--- src/rtl/shutter_dump_ctrl.sv ---
module shutter_dump_ctrl #(
  parameter int CW     = 24,
  parameter int NW     = 8,
  parameter int SHUT_W = 100,
  parameter int GAP    = 200,
  parameter int VSH    = 400
) (
  input  logic          clk,
  input  logic          rst_n,
  input  logic          bias_ok,
  input  logic          frame_sync,
  input  logic [CW-1:0] frame_len,
  input  logic [CW-1:0] exp_len,
  input  logic          dump_go,
  input  logic [NW-1:0] dump_lines,
  input  logic [1:0]    dump_halves,
  output logic          shutter,
  output logic          fdg_bot,
  output logic          fdg_top,
  output logic          vshift_req,
  output logic          read_line
);
  localparam int TMAX = (GAP > VSH) ? GAP : VSH;
  localparam int TW   = $clog2(TMAX + 1);

  // exposure timing
  logic [CW-1:0] cnt, win_lo, win_hi;
  logic          armed, shut_q;
  logic [CW:0]   need;

  assign need = {1'b0, exp_len} + (CW+1)'(SHUT_W + 1);

  always_ff @(posedge clk or negedge rst_n) begin
    if (!rst_n) begin
      cnt    <= '0;
      win_lo <= '0;
      win_hi <= '0;
      armed  <= 1'b0;
      shut_q <= 1'b0;
    end else begin
      shut_q <= armed && bias_ok && (cnt >= win_lo) && (cnt < win_hi);
      if (frame_sync) begin
        cnt    <= '0;
        armed  <= (need <= {1'b0, frame_len});
        win_hi <= frame_len - exp_len - CW'(1);
        win_lo <= frame_len - exp_len - CW'(SHUT_W + 1);
      end else if (!(&cnt)) begin
        cnt <= cnt + CW'(1);
      end
    end
  end

  assign shutter = shut_q && bias_ok;

  // dump sequencer
  typedef enum logic [2:0] {S_IDLE, S_PRE, S_SHIFT, S_POST, S_GAPL, S_READ} st_t;
  st_t           st;
  logic [TW-1:0] tmr;
  logic [NW-1:0] rem;
  logic [1:0]    halves;
  logic          gate_on;

  always_ff @(posedge clk or negedge rst_n) begin
    if (!rst_n) begin
      st     <= S_IDLE;
      tmr    <= '0;
      rem    <= '0;
      halves <= '0;
    end else if (!bias_ok) begin
      st <= S_IDLE;
    end else begin
      unique case (st)
        S_IDLE: if (dump_go) begin
          halves <= dump_halves;
          rem    <= dump_lines;
          tmr    <= TW'(GAP - 1);
          st     <= (dump_lines == '0) ? S_READ : S_PRE;
        end
        S_PRE:
          if (tmr == '0) begin st <= S_SHIFT; tmr <= TW'(VSH - 1); end
          else tmr <= tmr - TW'(1);
        S_SHIFT:
          if (tmr == '0) begin st <= S_POST; tmr <= TW'(GAP - 1); end
          else tmr <= tmr - TW'(1);
        S_POST:
          if (tmr == '0) begin
            st  <= S_GAPL;
            tmr <= TW'(GAP - 1);
            rem <= rem - NW'(1);
          end else tmr <= tmr - TW'(1);
        S_GAPL:
          if (tmr == '0) begin
            st  <= (rem == '0) ? S_READ : S_PRE;
            tmr <= TW'(GAP - 1);
          end else tmr <= tmr - TW'(1);
        S_READ: st <= S_IDLE;
        default: st <= S_IDLE;
      endcase
    end
  end

  assign gate_on    = (st == S_PRE) || (st == S_SHIFT) || (st == S_POST);
  assign fdg_bot    = gate_on && halves[0] && bias_ok;
  assign fdg_top    = gate_on && halves[1] && bias_ok;
  assign vshift_req = (st == S_SHIFT) && (tmr == TW'(VSH - 1)) && bias_ok;
  assign read_line  = (st == S_READ) && bias_ok;


  shut_bias_chk: assert property (@(posedge clk) disable iff (!rst_n)
    shutter |-> $past(bias_ok));

  shut_armed_chk: assert property (@(posedge clk) disable iff (!rst_n)
    $rose(shutter) |-> armed);

  vshift_gate_chk: assert property (@(posedge clk) disable iff (!rst_n)
    vshift_req |-> (gate_on && $past(gate_on)));

  read_single_chk: assert property (@(posedge clk) disable iff (!rst_n)
    read_line |=> !read_line && !gate_on);
endmodule

--- config.mk ---
export PLATFORM = sky130hd
export DESIGN_NAME = shutter_dump_ctrl
export DESIGN_NICKNAME = d
export VERILOG_FILES = /design/src/rtl/shutter_dump_ctrl.sv
export SDC_FILE = /design/constraint.sdc
export NUM_CORES = 1
export LEC_CHECK = 0
export ABC_CLOCK_PERIOD_IN_PS = 4700
export CORE_UTILIZATION = 40
export DETAILED_ROUTE_END_ITERATION = 8
export PLACE_DENSITY = 0.61
export SLEW_MARGIN = 20
export SYNTH_ARGS = -nofsm -noshare
export SYNTH_HDL_FRONTEND = slang
export SYNTH_SLANG_ARGS = --single-unit
--- constraint.sdc ---
create_clock -name clk -period 4.7 [get_ports clk]
set_input_delay 1.41 -clock clk [delete_from_list [all_inputs] [get_ports clk]]
set_output_delay 1.41 -clock clk [all_outputs]
set_load 0.02 [all_outputs]
Word-level counts from Yosys, hierarchy flattened --
Index checks and enable logic that the tools add are counted.
Cells by class: $add $sub $neg 7, $lt $le $gt $ge 3, eq/ne operators 14, multiplexer cells 18, reduce and logical (&&, ||, !) cells 25
Operators with widths (number):
- two-way mux 24 bit | 2
- two-way mux 9 bit | 3
- case mux 9 bit (3 select lines) | 1
- adder 24 x 7 -> 25 bit, second input constant | 1
- <= comparator 25 x 24 -> 1 bit | 1
- adder 24 x 1 -> 24 bit, second input constant | 1
- greater-or-equal comparator 24 bit | 1
- < comparator 24 bit | 1
- two-way mux 3 bit | 8
- AND reduction 24 bit | 1
- subtractor 24 x 1 -> 24 bit, second input constant | 1
- subtractor 24 bit | 1
- subtractor 24 x 7 -> 24 bit, second input constant | 1
- zero test 8 bit | 2
- two-way mux 8 bit | 2
- case mux 8 bit (2 select lines) | 1
- != test 3 bit, second input constant | 5
- case mux 3 bit (5 select lines) | 1
- logical AND 1 bit | 11
- == test 9 bit, second input constant | 1
- zero test 9 bit | 1
- subtractor 9 x 1 -> 9 bit, second input constant | 1
- subtractor 8 x 1 -> 8 bit, second input constant | 1
- == test 3 x 2 -> 1 bit, second input constant | 2
- 11 further kinds | 16
Storage, ports and cells: flip-flop bits (word level) 96, input port bits 63, output and inout port bits 5, word-level logic and storage cells 76

Depth between registers and ports, before layout --
depth after elaboration 5, gate-level depth with buffers 16, depth with buffers taken out 16

Worst setup path after synthesis --
No wires, ideal clock.
path type in2reg, from input frame_len[0], to register win_lo[23], library setup time 134 ps, arrival 4214 ps, data required time 4566 ps, path slack 352 ps, cell stages on the path 14, buffers on the path 1, cell sequence inv_1 ha_1 inv_1 fa_1 a21o_1 a311oi_1 o211ai_1 or4_1 buf_2 nor3_4 nand4_4 nor4b_4 mux2i_1 o211ai_1
On the way: word-level cells in the longest chain between the ends 2
RTL lines:
- start, declared | line 12 | input logic [CW-1:0] frame_len,
- subtractor 24 bit | line 46 | win_lo <= frame_len - exp_len - CW'(SHUT_W + 1);
- subtractor 24 x 7 -> 24 bit | line 46
- end signal, assigned | line 46
- end, declared | line 27 | logic [CW-1:0] cnt, win_lo, win_hi;
Every way passes these cells. A chain may end at the register's enable or synchronous reset.

Worst setup path after layout --
from input frame_len[0], to register win_lo[22]
The elaborated chain is that of the path after synthesis.

==> reports/qor.csv <==
metric,value,unit
synthesized area,8931,um^2
Most Frequent Cell on Critical Path,inv_1,
DRC,0,
P per Cell Area,265.4,nW/um^2
placed cell count,1529,
Clock Tree Buf Depth,2,
Final setup viols,0,
Die H,151.4,um
Ports,68,
HP Class,flip-flop to flip-flop,
Cell variety after synth,72,
cell family with most CP delay,compound AO/OA/AOI/OAI gates,
number of synthesized flops with an enable pin,0,
Final GP Congestion,0.8804,
Worst-Skew Late Latency,0.34,ns
Main synth FF type,dfrtp_1,
Leak,5.138,nW
DP Area,10590,um^2
yosys warns,0,
Layout Nets,1423,
via count,8079,
Post CTS Setup Buffer Count,0,
peak supply drop,0.1707,mV
initial core utilization,40.80,%
synthesized area per cell,8.024,um^2
synthesis-stage register bit count,94,
Setup crit end kind,flip-flop,
Final Max Slew Viols,0,
min Tclk post-route,4.507,ns
die area,22930,um^2
DR iter-0 viols,295,
post-DP HPWL,17.30,mm
startpoint types,input port,
row cnt,54,
Worst-Margin Slew,0.7812,ns
Placeable Area,21890,um^2
max frequency,221.9,MHz
outcome,completed,
Hold Fails Final Rpt,0,
"critical path fanouts, max",4,
largest net degree at the start of global routing,67,
input/output buffers,67,
RSZ-0062 raised after global routing,no,
Sinks on Clock Net,94,
TNS Setup,0,ns
largest stage delay on the critical path,0.44,ns
final antenna-violating net count,0,
Overflow after GRT,0,
vias per inst,5.229,
Clock Root Buffer,clkbuf_16,
clk_skew,0.006716,ns
Pwr Total,0.002910,W
Post-Syn Instances,1113,
CP max-delay cell,clkdlybuf4s50_1,
relative slew slack,47.92,%
clock tree from TritonCTS,done,
GRT Overall Usage,19.42,%
initial antenna violation count,0,
Layout Cells excl Fill,1545,
Synthesized Nets,1276,
vias in the first global route,7603,
ANT cells,0,
H-tree levels,3,
share of post-route cells with drive strength above 1,11.94,%
sequential share of the synthesized area,26.34,%
routed len/inst,13.87,um
critical path type,input port to flip-flop,
Required @ worst endpoint,4.92,ns
fillers,2152,
fin util,50.08,%
Num CTS Buffers,9,
post-route cell area,10960,um^2
max-cap violation count,0,
drt pass-1 iters,5,
worst-path cell chain,clkdlybuf4s50_1 -> inv_1 -> ha_1 -> inv_1 -> fa_1 -> a21o_1 -> a22o_1 -> a211o_1 -> or3_1 -> o311a_1 -> a2111oi_4 -> buf_4 -> and3b_1 -> nor3_1 -> nand4b_1,
clock transition at the registers of the reported paths,0.07,ns
Final period util,95.90,%
Async SR Flop Fraction,100.0,%
Post-Route WL,21.43,mm
first-pass GRT wire length,35.85,mm
die width,151.4,um
WP buf/inv,4,
Worst EP arrival,4.72,ns
synth-to-layout area growth,22.75,%
-- worst register-to-register path: cells and delay by family (launching register included) --
family	cells	cell delay, ns
AO/OA/AOI/OAI	1	0.44
XOR/XNOR	1	0.18
flip-flops	1	0.48
AND/OR/NAND/NOR	7	1.47
-- synth_stat cells (all sizes together) (3+ instances only) --
| cell type | number | area [um^2] |
|---|---|---|
| nor3 | 22 | 121.4 |
| ha | 99 | 1239 |
| and3 | 13 | 81.33 |
| a21boi | 3 | 22.52 |
| clkbuf | 28 | 105.1 |
| nor3b | 5 | 37.54 |
| nor2 | 121 | 454.2 |
| a21oi | 85 | 444.2 |
| a22oi | 7 | 52.55 |
| nand4b | 5 | 43.79 |
| o211ai | 12 | 90.09 |
| a21o | 27 | 202.7 |
| and4 | 5 | 43.79 |
| a211oi | 14 | 105.1 |
| nand4 | 35 | 234.0 |
| and2 | 12 | 75.07 |
| o211a | 3 | 30.03 |
| a221oi | 4 | 35.03 |
| or2 | 3 | 18.77 |
| a2111oi | 4 | 72.57 |
| nand2 | 80 | 302.8 |
| dfrtp | 94 | 2352 |
| mux2i | 9 | 90.09 |
| a311oi | 4 | 35.03 |
| a31oi | 6 | 37.54 |
| nand3 | 43 | 215.2 |
| inv | 106 | 397.9 |
| mux2 | 5 | 60.05 |
| nor2b | 14 | 87.58 |
| or3 | 13 | 86.33 |
| xnor2 | 54 | 473.0 |
| nor4 | 9 | 62.56 |
| buf | 5 | 30.02 |
| o21a | 7 | 52.55 |
| o21ai | 63 | 315.3 |
| xor2 | 38 | 340.3 |
| nand2b | 20 | 125.1 |
| a211o | 4 | 35.03 |
| or4 | 3 | 22.52 |
-- state kept, by name, indices dropped and copies added (netlist names) --
name / cells
armed: 1
tmr: 9
shut_q: 1
st: 3
cnt: 24
rem: 8
halves: 2
win_lo: 24
win_hi: 22
-- path summary, 6_finish.rpt --
path / start / to / slack (ns) / cells past startpoint
max in group asynchronous: rst_n / win_lo[10] / 2.83 / 2
hold reg to reg: halves[1] / halves[1] / 0.50 / 1
setup / recovery: frame_len[0] / win_lo[22] / 0.19 / 15
min in group asynchronous: rst_n / tmr[7] / 1.09 / 1
hold / removal: halves[1] / halves[1] / 0.50 / 1
setup reg to reg: cnt[10] / cnt[23] / 2.00 / 9
-- cells by family after synthesis --
family	Yosys count	share of synthesized area [%]
AO/OA/AOI/OAI	264	19.26
AND/OR/NAND/NOR	410	23.55
buffers and inverters	139	5.968
adder cells (fa/ha/maj)	100	14.09
XOR/XNOR	92	9.106
multiplexers	14	1.681
flip-flops	94	26.34
-- layout make-up --
class	instances	area (um^2)	area share, %
clock buffers	10	239.0	2.180
multi-input cells	880	6088	55.54
flip-flops and latches	94	2352	21.46
repair buffers	169	1441	13.15
well taps	280	350.3	3.196
clock inverters	6	93.84	0.8560
inverters	106	397.9	3.629
-- where the power goes --
group / internal, W / switching [W]
clock network: 0.000486 / 0.000323
logic: 0.000514 / 0.000589
registers: 0.000927 / 0.0000713
-- metrics by stage --
| step | hold slack, ns | setup slack, ns |
|---|---|---|
| after CTS | 0.5023 | 0.03214 |
| after floorplan | 0.4655 | 0.3523 |
| after global routing | 0.5155 | 0.01611 |
| after detailed placement | 0.4854 | -0.6154 |
| final | 0.4976 | 0.1926 |
| after global placement | 0.4792 | -0.6008 |
-- timing repair --
item,4_1_cts,5_1_grt
hold buffers,0,0
setup endpoints to repair,1,15
resized for setup,2,8
pin swaps,0,3
gates cloned,0,0
hold endpoints to repair,0,0
-- routing by layer --
layer	wire length [um]	vias up	part of all wire, %	GRT usage [%]
li1	-	4251	-	-
met1	10680	3706	50	26.73
met2	10040	106	47	32.21
met3	362	16	1.7	1.747
met4	350	0	1.6	5.500
met5	0	-	0	0
-- layout by cell type, fill, tap and decap left out, drive strengths merged, types with 13 or more instances in the layout --
cell type	instances
nor2	121
inv	107
buf	104
ha	99
dfrtp	94
a21oi	85
nand2	80
clkdlybuf4s50	65
o21ai	63
xnor2	54
nand3	43
xor2	38
nand4	35
a21o	27
nor3	22
nand2b	20
a211oi	14
nor2b	14
or3	13
and3	13
(Power assumes the default switching activity.)
